==> src/rtl/tptlb_pkg.sv <==
package tptlb_pkg;

    localparam int PAGE_BITS = 12;

    typedef enum logic [2:0] {
        WK_IDLE,
        WK_READ,
        WK_WAIT,
        WK_FAULT,
        WK_WRITE
    } walk_state_e;

    function automatic logic [31:0] sat_inc(input logic [31:0] v, input logic [31:0] maxv);
        if (v >= maxv) return maxv;
        return v + 32'd1;
    endfunction

endpackage

==> src/rtl/tptlb_entries.sv <==
module tptlb_entries #(
    parameter int VPN_W   = 12,
    parameter int PPN_W   = 10,
    parameter int ENTRIES = 2
) (
    input  logic               clk,
    input  logic               rst,
    input  logic               flush,
    input  logic [VPN_W-1:0]   look_vpn,
    output logic               hit,
    output logic [PPN_W-1:0]   hit_ppn,
    output logic [ENTRIES-1:0] hit_vec,
    input  logic               ins_en,
    input  logic [VPN_W-1:0]   ins_vpn,
    input  logic [PPN_W-1:0]   ins_ppn
);
    localparam int PTR_W = (ENTRIES > 1) ? $clog2(ENTRIES) : 1;

    logic [PTR_W-1:0] victim;
    logic [PPN_W-1:0] ppn_arr [ENTRIES];

    for (genvar g = 0; g < ENTRIES; g++) begin : g_ent
        logic             v;
        logic [VPN_W-1:0] tag;
        logic [PPN_W-1:0] ppn;

        always_ff @(posedge clk) begin
            if (rst || flush) begin
                v <= 1'b0;
            end else if (ins_en && victim == PTR_W'(g)) begin
                v   <= 1'b1;
                tag <= ins_vpn;
                ppn <= ins_ppn;
            end
        end

        assign hit_vec[g] = v && (tag == look_vpn);
        assign ppn_arr[g] = ppn;
    end

    always_comb begin
        hit_ppn = '0;
        for (int i = 0; i < ENTRIES; i++) begin
            if (hit_vec[i]) hit_ppn = hit_ppn | ppn_arr[i];
        end
    end

    assign hit = |hit_vec;

    always_ff @(posedge clk) begin
        if (rst || flush) begin
            victim <= '0;
        end else if (ins_en) begin
            victim <= (victim == PTR_W'(ENTRIES - 1)) ? '0 : victim + PTR_W'(1);
        end
    end

    // entries never alias, so a lookup matches at most one slot
    assert_single_match_R8: assert property (@(posedge clk) disable iff (rst)
        $onehot0(hit_vec));

endmodule

==> src/rtl/tptlb_walker.sv <==
module tptlb_walker
    import tptlb_pkg::*;
#(
    parameter int VPN_W  = 12,
    parameter int PPN_W  = 10,
    parameter int REF_W  = 4,
    parameter int TBL_AW = 16,
    parameter logic [TBL_AW-1:0] TBL_BASE = '0,
    localparam int PTE_W = REF_W + 1 + PPN_W
) (
    input  logic              clk,
    input  logic              rst,
    input  logic              miss,
    input  logic [VPN_W-1:0]  miss_vpn,
    input  logic              irq_mode,
    output logic              idle,
    output logic              tbl_rd_req,
    output logic [TBL_AW-1:0] tbl_addr,
    input  logic              tbl_rd_vld,
    input  logic [PTE_W-1:0]  tbl_rd_data,
    output logic              tbl_wr_en,
    output logic [PTE_W-1:0]  tbl_wr_data,
    output logic              fault_req,
    output logic              fault_irq,
    output logic [VPN_W-1:0]  fault_vpn,
    input  logic              fault_done,
    input  logic [PPN_W-1:0]  fault_ppn,
    output logic              ins_en,
    output logic [VPN_W-1:0]  ins_vpn,
    output logic [PPN_W-1:0]  ins_ppn
);
    localparam int RES_BIT = PPN_W;
    localparam logic [31:0] REF_MAX = 32'((64'd1 << REF_W) - 64'd1);

    walk_state_e      state;
    logic [VPN_W-1:0] cur_vpn;
    logic [PPN_W-1:0] cur_ppn;
    logic [REF_W-1:0] cur_ref;
    logic             irq_sel;
    logic [REF_W-1:0] new_ref;

    always_ff @(posedge clk) begin
        if (rst) begin
            state   <= WK_IDLE;
            irq_sel <= 1'b0;
        end else begin
            case (state)
                WK_IDLE: if (miss) begin
                    cur_vpn <= miss_vpn;
                    state   <= WK_READ;
                end
                WK_READ: state <= WK_WAIT;
                WK_WAIT: if (tbl_rd_vld) begin
                    cur_ppn <= tbl_rd_data[PPN_W-1:0];
                    cur_ref <= tbl_rd_data[PTE_W-1:RES_BIT+1];
                    if (tbl_rd_data[RES_BIT]) begin
                        state <= WK_WRITE;
                    end else begin
                        irq_sel <= irq_mode;
                        state   <= WK_FAULT;
                    end
                end
                WK_FAULT: if (fault_done) begin
                    cur_ppn <= fault_ppn;
                    state   <= WK_WRITE;
                end
                WK_WRITE: state <= WK_IDLE;
                default:  state <= WK_IDLE;
            endcase
        end
    end

    assign new_ref     = REF_W'(sat_inc(32'(cur_ref), REF_MAX));
    assign idle        = (state == WK_IDLE);
    assign tbl_rd_req  = (state == WK_READ);
    assign tbl_wr_en   = (state == WK_WRITE);
    assign tbl_addr    = TBL_BASE + TBL_AW'(cur_vpn);
    assign tbl_wr_data = {new_ref, 1'b1, cur_ppn};
    assign fault_req   = (state == WK_FAULT) && !irq_sel;
    assign fault_irq   = (state == WK_FAULT) && irq_sel;
    assign fault_vpn   = cur_vpn;
    assign ins_en      = (state == WK_WRITE);
    assign ins_vpn     = cur_vpn;
    assign ins_ppn     = cur_ppn;

    // table port never reads and writes together
    assert_rd_wr_exclusive_R11: assert property (@(posedge clk) disable iff (rst)
        !(tbl_rd_req && tbl_wr_en));

    // a read strobe lasts a single cycle
    assert_rd_single_cycle_R11: assert property (@(posedge clk) disable iff (rst)
        tbl_rd_req |=> !tbl_rd_req);

    // page-in request and page number hold until serviced
    assert_fault_hold_R6: assert property (@(posedge clk) disable iff (rst)
        (fault_req && !fault_done) |=> (fault_req && $stable(fault_vpn)));

    // only one fault route is active at a time
    assert_fault_route_R7: assert property (@(posedge clk) disable iff (rst)
        !(fault_req && fault_irq));

    // every write-back marks the entry resident
    assert_wb_resident_R5: assert property (@(posedge clk) disable iff (rst)
        tbl_wr_en |-> tbl_wr_data[RES_BIT]);

endmodule

==> src/rtl/tex_page_tlb.sv <==
module tex_page_tlb
    import tptlb_pkg::*;
#(
    parameter int VPN_W   = 12,
    parameter int PPN_W   = 10,
    parameter int REF_W   = 4,
    parameter int ENTRIES = 2,
    parameter int TBL_AW  = 16,
    parameter logic [TBL_AW-1:0] TBL_BASE = 16'h1000,
    localparam int VA_W  = VPN_W + PAGE_BITS,
    localparam int PA_W  = PPN_W + PAGE_BITS,
    localparam int PTE_W = REF_W + 1 + PPN_W
) (
    input  logic              clk,
    input  logic              rst,
    input  logic              lk_valid,
    input  logic [VA_W-1:0]   lk_vaddr,
    output logic              lk_ready,
    output logic              rsp_valid,
    output logic [PA_W-1:0]   rsp_paddr,
    input  logic              flush_all,
    input  logic              irq_mode,
    output logic              tbl_rd_req,
    output logic [TBL_AW-1:0] tbl_addr,
    input  logic              tbl_rd_vld,
    input  logic [PTE_W-1:0]  tbl_rd_data,
    output logic              tbl_wr_en,
    output logic [PTE_W-1:0]  tbl_wr_data,
    output logic              fault_req,
    output logic              fault_irq,
    output logic [VPN_W-1:0]  fault_vpn,
    input  logic              fault_done,
    input  logic [PPN_W-1:0]  fault_ppn
);
    logic [VPN_W-1:0]   look_vpn;
    logic               hit;
    logic [PPN_W-1:0]   hit_ppn;
    logic [ENTRIES-1:0] hit_vec;
    logic               walk_idle;
    logic               ins_en;
    logic [VPN_W-1:0]   ins_vpn;
    logic [PPN_W-1:0]   ins_ppn;
    logic               miss;

    assign look_vpn = lk_vaddr[VA_W-1:PAGE_BITS];
    assign miss     = lk_valid && !hit;
    assign lk_ready = walk_idle && hit;

    tptlb_entries #(.VPN_W(VPN_W), .PPN_W(PPN_W), .ENTRIES(ENTRIES)) entries_i (
        .clk      (clk),
        .rst      (rst),
        .flush    (flush_all),
        .look_vpn (look_vpn),
        .hit      (hit),
        .hit_ppn  (hit_ppn),
        .hit_vec  (hit_vec),
        .ins_en   (ins_en),
        .ins_vpn  (ins_vpn),
        .ins_ppn  (ins_ppn)
    );

    tptlb_walker #(.VPN_W(VPN_W), .PPN_W(PPN_W), .REF_W(REF_W),
                   .TBL_AW(TBL_AW), .TBL_BASE(TBL_BASE)) walker_i (
        .clk         (clk),
        .rst         (rst),
        .miss        (miss),
        .miss_vpn    (look_vpn),
        .irq_mode    (irq_mode),
        .idle        (walk_idle),
        .tbl_rd_req  (tbl_rd_req),
        .tbl_addr    (tbl_addr),
        .tbl_rd_vld  (tbl_rd_vld),
        .tbl_rd_data (tbl_rd_data),
        .tbl_wr_en   (tbl_wr_en),
        .tbl_wr_data (tbl_wr_data),
        .fault_req   (fault_req),
        .fault_irq   (fault_irq),
        .fault_vpn   (fault_vpn),
        .fault_done  (fault_done),
        .fault_ppn   (fault_ppn),
        .ins_en      (ins_en),
        .ins_vpn     (ins_vpn),
        .ins_ppn     (ins_ppn)
    );

    always_ff @(posedge clk) begin
        if (rst) begin
            rsp_valid <= 1'b0;
        end else begin
            rsp_valid <= lk_valid && lk_ready;
            if (lk_valid && lk_ready) rsp_paddr <= {hit_ppn, lk_vaddr[PAGE_BITS-1:0]};
        end
    end

    // an accepted lookup answers in the following cycle
    assert_rsp_after_accept_R2: assert property (@(posedge clk) disable iff (rst)
        (lk_valid && lk_ready) |=> rsp_valid);

    // no lookup is accepted while a table walk is in flight
    assert_stall_during_walk_R3: assert property (@(posedge clk) disable iff (rst)
        (tbl_rd_req || tbl_wr_en || fault_req || fault_irq) |-> !lk_ready);

    // no response without a prior acceptance
    assert_no_spurious_rsp_R2: assert property (@(posedge clk) disable iff (rst)
        !$past(lk_valid && lk_ready) |-> !rsp_valid);

endmodule

==> config.mk <==
export PLATFORM = sky130hd
export DESIGN_NAME = tex_page_tlb
export DESIGN_NICKNAME = d
export VERILOG_FILES = /design/src/rtl/tptlb_pkg.sv /design/src/rtl/tptlb_entries.sv /design/src/rtl/tptlb_walker.sv /design/src/rtl/tex_page_tlb.sv
export SDC_FILE = /design/constraint.sdc
export NUM_CORES = 1
export LEC_CHECK = 0
export ABC_AREA = 0
export BUFFER_PORTS_ARGS = -buffer_cell sky130_fd_sc_hd__buf_2
export CORE_ASPECT_RATIO = 1.25
export CORE_MARGIN = 2
export CORE_UTILIZATION = 47
export CTS_BUF_LIST = sky130_fd_sc_hd__clkbuf_8
export DETAILED_ROUTE_END_ITERATION = 8
export GPL_ROUTABILITY_DRIVEN = 0
export PLACE_DENSITY = 0.85
export SETUP_SLACK_MARGIN = 0.5
export SYNTH_ARGS = -nofsm -noshare
export SYNTH_HDL_FRONTEND = slang
export SYNTH_SLANG_ARGS = --single-unit
==> constraint.sdc <==
create_clock -name clk -period 3.1 [get_ports clk]
set_clock_uncertainty 0.2 [all_clocks]
set_input_delay 0.155 -clock clk [delete_from_list [all_inputs] [get_ports clk]]
set_output_delay 0.155 -clock clk [all_outputs]
set_load 0.1 [all_outputs]
# ---- Word level (Yosys, flattened, before mapping)
# Cells that the tools add are included.
dict set report word_totals {
  register_bits 100
  inputBits 56
  output_inout_bits 71
  wordCells 69
}
dict set report classes {
  n_addsub 3
  magnitude_cmp 1
  eq_ne 9
  n_mux 14
  n_bitwise 5
  n_reduce_logical 23
}
# op n
set op_table {}
lappend op_table {{$mux 10} 4}
lappend op_table {{$eq 12x12->1} 2}
lappend op_table {{$pmux 10 s2} 1}
lappend op_table {{$add 13x12->14 const A} 1}
lappend op_table {{$mux 3} 4}
lappend op_table {{$pmux 3 s4} 1}
lappend op_table {{$reduce_and 3->1} 4}
lappend op_table {{$or 10x10->10} 1}
lappend op_table {{$logic_and 1x1->1} 9}
lappend op_table {{$mux 4} 2}
lappend op_table {{$eq 3x2->1 const B} 2}
lappend op_table {{$reduce_and 2->1} 3}
lappend op_table {{$add 4x1->4 const B} 1}
lappend op_table {{$ge 4x4->1 const B} 1}
lappend op_table {{$ne 2x2->1 const B} 2}
lappend op_table {{$not 1->1} 4}
lappend op_table {{$reduce_and 4->1} 1}
lappend op_table {{$eq 3x1->1 const B} 1}
lappend op_table {{$eq 3x3->1 const B} 1}
lappend op_table {{$logic_not 3->1} 1}
lappend op_table {{$logic_not 1->1} 2}
lappend op_table {{$mux 1} 2}
lappend op_table {{$ne 2x1->1 const B} 1}
lappend op_table {{$reduce_bool 2->1} 1}
lappend op_table {{other kinds (3)} 3}

# ---- Longest topological paths before layout
# Gate-level depths: netlist (run 1).
dict set report logic_depth {
  depth_word 7
  ltp_mapped 5
  ltp_nobuf 5
}

# ---- Cells and area by module
# Synthesis (run 1) repeated with hierarchy kept, for this count alone.
dict set report unflattened {
  cells_unflattened 280
  area_unflattened_um2 4315.4
}
# module n_inst cells_each area_per_inst_um2 seq_area_each_um2
set modules_own_cells {}
lappend modules_own_cells {tptlb_entries 1 128 2001.9 1381.3}
lappend modules_own_cells {tptlb_walker 1 125 1599.0 860.8}
lappend modules_own_cells {tex_page_tlb 1 27 714.4 680.7}

# ---- Worst setup path before layout (run 1)
# No wires, ideal clock.
dict set report synth_path {
  path_kind {flip-flop to flip-flop}
  from {register walker_i.state[1]}
  to {register entries_i.g_ent[0].ppn[0] (enable)}
  setup_ns 0.457
  arrival_time_ns 2.732
  required_ns 2.443
  slack_ns -0.289
  stages_incl_launch_ff 4
  n_path_buf 0
  synth_period_minus_slack_ns 3.389
  cell_sequence {dfxtp_1 -> nor2_1 -> nand2_1 -> nor4_1}
}
dict set report synth_via {
  elab_chain_len 3
}
# element line_no
set synth_lines {}
lappend synth_lines {{start: declaration} tptlb_walker.sv:35} ;# walk_state_e state;
lappend synth_lines {{start signal: assignment} tptlb_walker.sv:44} ;# state <= WK_IDLE;
lappend synth_lines {{start signal: assignment} tptlb_walker.sv:50} ;# state <= WK_READ;
lappend synth_lines {{start signal: assignment} tptlb_walker.sv:52} ;# WK_READ: state <= WK_WAIT;
lappend synth_lines {{$eq 3x3->1} tptlb_walker.sv:82} ;# assign ins_en = (state == WK_WRITE);
lappend synth_lines {{$logic_and 1x1->1} tptlb_entries.sv:30} ;# end else if (ins_en && victim == PTR_W'(g)) begin
lappend synth_lines {{$reduce_and 2->1 (no line)} n/a}
lappend synth_lines {{end signal: assignment} tptlb_entries.sv:33} ;# ppn <= ins_ppn;
lappend synth_lines {{end: declaration} tptlb_entries.sv:25} ;# logic [PPN_W-1:0] ppn;
# No other way between the ends.
# A chain may end at the register's enable or synchronous reset.

# ---- Worst setup path in the final report (run 1)
dict set report layout_path {
  from {register entries_i.g_ent[0].tag[0]}
  to {output lk_ready}
}
dict set report layout_via {
  elab_chain_len 4
}
# element line_no
set layout_lines {}
lappend layout_lines {{start: declaration} tptlb_entries.sv:24} ;# logic [VPN_W-1:0] tag;
lappend layout_lines {{start signal: assignment} tptlb_entries.sv:32} ;# tag <= ins_vpn;
lappend layout_lines {{$eq 12x12->1} tptlb_entries.sv:37} ;# assign hit_vec[g] = v && (tag == look_vpn);
lappend layout_lines {{$logic_and 1x1->1} tptlb_entries.sv:37}
lappend layout_lines {{$reduce_or 2->1} tptlb_entries.sv:48} ;# assign hit = |hit_vec;
lappend layout_lines {{$logic_and 1x1->1} tex_page_tlb.sv:47} ;# assign lk_ready = walk_idle && hit;
lappend layout_lines {{end: declaration} tex_page_tlb.sv:18} ;# output logic lk_ready,
# No other way between the ends.

==> results of run 1 <==
what timing repair did:
action                                  CTS  global route
resized for setup                         5             0
hold endpoints to repair                 46             1
endpoints found under the setup margin    1             1
pin swaps                                 2             4
setup buffers                             1             2
hold buffers                             55             1
cell usage in the layout (no fill, tap or decap), types with 5 or more instances in the layout:
master | Yosys | routed
xnor2_1 | 25 | 22
buf_4 | 17 | 9
buf_2 | 3 | 120
mux2_2 | 10 | 10
inv_1 | 4 | 5
clkbuf_8 | 0 | 9
a21oi_1 | 6 | 5
dfxtp_1 | 8 | 8
nor2_1 | 7 | 7
edfxtp_1 | 92 | 92
nor3_1 | 9 | 8
nand2_1 | 8 | 8
nand3_1 | 5 | 5
dlygate4sd3_1 | 0 | 56
conb_1 | 2 | 5
a22o_1 | 10 | 10
synthesized netlist by cell type:
cell       number  share of area (%)
mux2_2         10                2.9
o22ai_1         1               0.16
a22o_1         10                2.3
ha_1            1               0.32
a31oi_1         1               0.16
nor4_1          4               0.65
xnor2_1        25                5.7
edfxtp_1       92                 71
clkbuf_1        1              0.097
buf_4          17                3.3
nand2_1         8               0.78
nor2_1          7               0.68
mux2i_1         1               0.26
nand4_1         3               0.49
a211oi_1        1               0.19
o31ai_1         1               0.19
a2111oi_4       1               0.71
inv_1           4               0.39
a21oi_1         6               0.78
nand4_2         1               0.32
nand3_1         5               0.65
or4_1           1               0.19
and3_1          2               0.32
dfxtp_1         8                4.1
nor3_1          9                1.2
buf_2           3               0.39
or4_4           1               0.29
o21a_1          1               0.19
nor2b_1         1               0.16
conb_1          2               0.19
nand2b_1        3               0.49
power by group:
group / leakage [nW] / total, mW / switching [mW] / internal [mW]
clock network: 0.106 / 0.850 / 0.406 / 0.444
registers: 0.874 / 1.50 / 0.0167 / 1.48
logic: 1.03 / 0.353 / 0.241 / 0.112
total: 2.01 / 2.70 / 0.663 / 2.04
state kept, by name, indices dropped and copies added (netlist names):
name and flops:
walker_i.ins_ppn 10, entries_i.g_ent.ppn 20, walker_i.fault_vpn 12, entries_i.g_ent.tag 24
entries_i.victim 1, walker_i.state 3, entries_i.g_ent.v 2, rsp_paddr 22
walker_i.irq_sel 1, walker_i.cur_ref 4, rsp_valid 1
cell type report:
type                       instances  area share [%]
sequential                       100            54.6
timing repair buffer             186            23.1
multi-input combinational        109            15.9
clock buffer                       9            2.31
tap                               97            2.27
clock inverter                     6            1.52
inverter                           4           0.280
metal layers:
metal  share of wire (%)  up-vias
met1                  38     1270
li1                    -     1203
met3                 5.6       23
met5                   0        -
met2                  53      101
met4                 3.2        0
cell families after synthesis:
group,synth area share [%]
fa+ha+maj,0.324
simple gates,6.18
flops,75.6
buf+inv,4.18
other cells,0.194
mux,3.17
xor+xnor,5.67
compound gates,4.66
per-stage QoR:
stage | hold WS, ns | cells
6_report | 0.267 | 511
5_1_grt | 0.292 | 511
4_1_cts | -0.180 | 508
3_5_place_dp | 0.133 | 437
3_3_place_gp | 0.132 | 437
2_1_floorplan | 0.0316 | 234
critical path: stages (launching register included):
cell and delay, ns:
edfxtp_1 0.40, xnor2_1 0.16, nand3_1 0.13, or4_4 0.56, a2111oi_4 0.42, buf_6 0.28
how the worst min path moves through the flow:
stage	to	slack, ns	depth (start not counted)
global route	rsp_valid	0.29	6
finish	rsp_valid	0.27	6
detailed placement	rsp_paddr[1]	0.13	1
CTS	walker_i.fault_vpn[1]	-0.18	1
global placement	rsp_paddr[0]	0.13	1
floorplan	entries_i.victim	0.03	1
==> flow_metrics.env, run 1 <==
export IMPL_crit_required_ns=2.74
export IMPL_crit_start="entries_i.g_ent[0].tag[0]"
export IMPL_pre_cts_slack_ns=0.587
export IMPL_num_vias=2597
export IMPL_finalPower_mw=2.70
export IMPL_grt_busiest_layer="met2"
export IMPL_ir_drop_mv=0.413
export IMPL_synth_area_um2=3860
export IMPL_antenna_cells=0
export IMPL_synth_seq_area_share_pct=75.6
export IMPL_clockRootBuffer="clkbuf_8"
export IMPL_grt_pass1_wl_mm=13.1
export IMPL_initial_core_util_pct=47.7
export IMPL_drt_total_wl_mm=8.51
export IMPL_p_leak_nw=2.01
export IMPL_netlist_cell_type_count=31
export IMPL_path_max_fanout=2
export IMPL_final_nets=467
export IMPL_use_met3_pct=4.39
export IMPL_reg2reg_to="walker_i.fault_vpn[5]"
export IMPL_tritoncts="done"
export IMPL_coreArea_um2=8100
export IMPL_hold_violations=0
export IMPL_vias_per_cell=5.08
export IMPL_synth_cells=231
export IMPL_hold_path_startpoint="lk_vaddr[19]"
export IMPL_period_needed_ns=2.66
export IMPL_clk_pin_slew_ns=0.08
export IMPL_setup_slack_ns=0.444
export IMPL_path_class="flip-flop to output pin"
export IMPL_first_global_vias=2616
export IMPL_grtUsageMet1_pct=22.6
export IMPL_multiInputGateArea_um2=852
export IMPL_grtUsageMet2_pct=32.9
export IMPL_utilization_pct=66.1
export IMPL_post_drt_wl_per_cell_um=16.7
export IMPL_outcome="completed"
export IMPL_io_pins=127
export IMPL_critical_path_startpoint_type="flip-flop"
export IMPL_avgSynthCellArea_um2=16.7
export IMPL_maxCapViolCount=0
export IMPL_cts_path_max_buffers=2
export IMPL_grt_max_degree=23
export IMPL_drive_gt1_share_pct=40.3
export IMPL_rsz0062_at_grt="yes"
export IMPL_die_h_um=105
export IMPL_grtUsageTotal_pct=19.3
export IMPL_finalSetupTns_ns=0
export IMPL_yosys_warnings=0
export IMPL_powerDensity_nw_per_um2=504
export IMPL_slew_headroom_pct=32.2
export IMPL_clock_latency_ns=0.35
export IMPL_antenna_found_initial=0
export IMPL_cts_made_buffers=9
export IMPL_die_width_um=85.1
export IMPL_tightest_slew_ns=1.01
export IMPL_syn_to_final_growth_pct=38.6
export IMPL_antenna_left=0
export IMPL_clock_sinks=100
export IMPL_setup_violations=0
export IMPL_nFillCells=549
export IMPL_reg2reg_slack_ns=0.69
export IMPL_drv_slew=0
export IMPL_place_area_um2=4540
export IMPL_dieArea_um2=8970
export IMPL_hp_class="primary input to flip-flop"
export IMPL_crit_reg2reg_launch="entries_i.g_ent[0].tag[10]"
export IMPL_dp_hpwl_mm=5.40
export IMPL_end_kind="output pin"
export IMPL_port_buffers=121
export IMPL_arrival_ns=2.30
export IMPL_endpoint="lk_ready"
export IMPL_firstDrtPassIters=4
export IMPL_row_count=37
export IMPL_clock_fmax_ghz=0.377
export IMPL_rr_worst_depth=6
export IMPL_regArea_um2=2920
export IMPL_design_area_um2=5360
export IMPL_post_route_drc_count=0
export IMPL_drt_iter0_markers=161
export IMPL_fin_crit_sh_pct=85.7
export IMPL_h_tree_depth=3
export IMPL_synth_seq_cells=100
export IMPL_overflow=0
(Power assumes the default switching activity.)
==> inputs of run 2 (changes only) <==
--- a/config.mk
+++ b/config.mk
@@ -6,11 +6,11 @@
 export NUM_CORES = 1
 export LEC_CHECK = 0
 export ABC_AREA = 0
-export BUFFER_PORTS_ARGS = -buffer_cell sky130_fd_sc_hd__buf_2
+export BUFFER_PORTS_ARGS = -buffer_cell sky130_fd_sc_hd__buf_4
 export CORE_ASPECT_RATIO = 1.25
 export CORE_MARGIN = 2
 export CORE_UTILIZATION = 47
-export CTS_BUF_LIST = sky130_fd_sc_hd__clkbuf_8
+export CTS_BUF_LIST = sky130_fd_sc_hd__clkbuf_2 sky130_fd_sc_hd__clkbuf_4 sky130_fd_sc_hd__clkbuf_8
 export DETAILED_ROUTE_END_ITERATION = 8
 export GPL_ROUTABILITY_DRIVEN = 0
 export PLACE_DENSITY = 0.85
==> flow_metrics.env, run 2 (synthesis results as in run 1) <==
export IMPL_pre_cts_slack_ns=0.728
export IMPL_met2WireLength_mm=4.68
export IMPL_critical_path_startpoint_type="flip-flop"
export IMPL_first_global_vias=2598
export IMPL_period_needed_ns=2.68
export IMPL_path_max_fanout=2
export IMPL_antenna_cells=0
export IMPL_ir_drop_mv=0.401
export IMPL_hp_class="primary input to flip-flop"
export IMPL_grtUsageTotal_pct=20.1
export IMPL_tightest_slew_ns=0.977
export IMPL_syn_to_final_growth_pct=47.2
export IMPL_clock_sinks=100
export IMPL_arrival_ns=2.32
export IMPL_drt_total_wl_mm=8.73
export IMPL_slew_headroom_pct=34.5
export IMPL_drv_slew=0
export IMPL_top_regs="entries_i.g_ent.tag (24), rsp_paddr (22), entries_i.g_ent.ppn (20)"
export IMPL_vias_per_cell=5.07
export IMPL_end_kind="output pin"
export IMPL_initial_core_util_pct=47.7
export IMPL_largest_reg_flops=24
export IMPL_top_layer="met4"
export IMPL_regArea_um2=2920
export IMPL_clk_pin_slew_ns=0.09
export IMPL_antenna_found_initial=0
export IMPL_crit_slowest_cell="or4_4"
export IMPL_post_route_drc_count=0
export IMPL_drt_iter0_markers=120
export IMPL_final_cell_mix="buf_4 (127), edfxtp_1 (92), dlygate4sd3_1 (56), xnor2_1 (21)"
export IMPL_tritoncts="done"
export IMPL_overflow=0
export IMPL_dieArea_um2=8970
export IMPL_num_vias=2584
export IMPL_wl_met1_mm=3.35
export IMPL_p_leak_nw=2.13
export IMPL_clock_fmax_ghz=0.373
export IMPL_fin_cells=510
export IMPL_row_count=37
export IMPL_worstPathCellList="xnor2_2 -> nand3_2 -> or4_4 -> a2111oi_4 -> buf_6"
export IMPL_firstDrtPassIters=4
export IMPL_place_inst=437
export IMPL_drive_gt1_share_pct=40.7
export IMPL_wl_met3_um=505
export IMPL_grt_max_degree=23
export IMPL_grt_pass1_wl_mm=13.6
export IMPL_outcome="completed"
export IMPL_die_h_um=105
export IMPL_crit_buf_inv=1
export IMPL_clock_latency_ns=0.36
export IMPL_hold_violations=0
export IMPL_finalSetupTns_ns=0
export IMPL_regMostFlops="entries_i.g_ent.tag"
export IMPL_final_nets=465
export IMPL_cts_path_max_buffers=2
export IMPL_io_pins=127
export IMPL_dp_hpwl_mm=5.73
export IMPL_setup_slack_ns=0.422
export IMPL_layout_commonest_cell="buf_4"
export IMPL_post_drt_wl_per_cell_um=17.1
export IMPL_maxCapViolCount=0
export IMPL_nFillCells=563
export IMPL_clockRootBuffer="clkbuf_8"
export IMPL_path_class="flip-flop to output pin"
export IMPL_coreArea_um2=8100
export IMPL_antenna_left=0
export IMPL_cts_made_buffers=9
export IMPL_crit_required_ns=2.74
export IMPL_die_width_um=85.1
export IMPL_setup_violations=0
export IMPL_crit_family="simple AND/OR/NAND/NOR gates"
export IMPL_fin_crit_sh_pct=86.4
export IMPL_max_stage_delay_ns=0.58
export IMPL_multiInputGateArea_um2=865
export IMPL_powerDensity_nw_per_um2=503
export IMPL_rsz0062_at_grt="yes"
export IMPL_port_buffers=121
export IMPL_h_tree_depth=3
[run 2: changes by cell type in the layout (fill, tap and decap cells not counted), sizes merged]
cell | before | now
bufinv | 2 | 3
buf | 130 | 128
clkbuf | 9 | 10
clkinv | 2 | 1
[run 2: what timing repair did]
item                                    4_1_cts  5_1_grt
gates resized for setup                       5        1
endpoints found under the setup margin        1        1
pin swaps                                     6        0
gates cloned                                  0        0
setup buffers                                 1        0
hold buffers                                 56        0
endpoints found under the hold margin        45        0
[run 2: per-stage QoR]
step | total power, mW | hold WS [ns] | util (%) | cell area [um^2]
floorplan | 1.76 | 0.0316 | - | 3880
global placement | 1.85 | 0.133 | 59.8 | 4840
detailed placement | 1.85 | 0.134 | 59.8 | 4840
CTS | 2.87 | 0.0201 | 70.1 | 5680
global route | 2.95 | 0.0477 | 70.2 | 5690
finish | 2.86 | 0.0407 | 70.2 | 5690
[run 2: tightest hold or removal path, delay by kind of cell]
kind | cells | cell delay, ns
and+or+nand+nor | 1 | 0.19
buffers and inverters | 1 | 0.11
AOI/OAI and AO/OA | 1 | 0.09
[run 2: final cells by class]
type | instances | share of cell area [%]
Inverter | 4 | 0.264
Timing Repair Buffer | 184 | 26.8
Clock inverter | 6 | 1.93
Clock buffer | 10 | 2.31
Tap cell | 97 | 2.13
Sequential cell | 100 | 51.4
Multi-Input combinational cell | 109 | 15.2
[run 2: worst paths after layout]
kind / startpoint / slack [ns] / depth (start not counted) / endpoint
min: lk_valid / 0.04 / 3 / rsp_valid
max: entries_i.g_ent[1].tag[1] / 0.42 / 5 / lk_ready
min reg2reg: walker_i.ins_ppn[8] / 0.30 / 0 / entries_i.g_ent[0].ppn[8]
max reg2reg: walker_i.state[1] / 0.67 / 4 / walker_i.ins_ppn[6]
[run 2: report_power, final]
part           leakage, nW  internal, mW  total (mW)  switching (mW)
Clock                0.118         0.545       0.976           0.431
Combinational         1.14         0.144       0.386           0.242
Sequential           0.874          1.48        1.50          0.0190
[run 2: layer usage]
layer | track usage, % | up-vias
met4 | 8.96 | 0
li1 | - | 1203
met5 | 0 | -
met1 | 25.0 | 1263
met3 | 4.07 | 12
met2 | 33.8 | 106
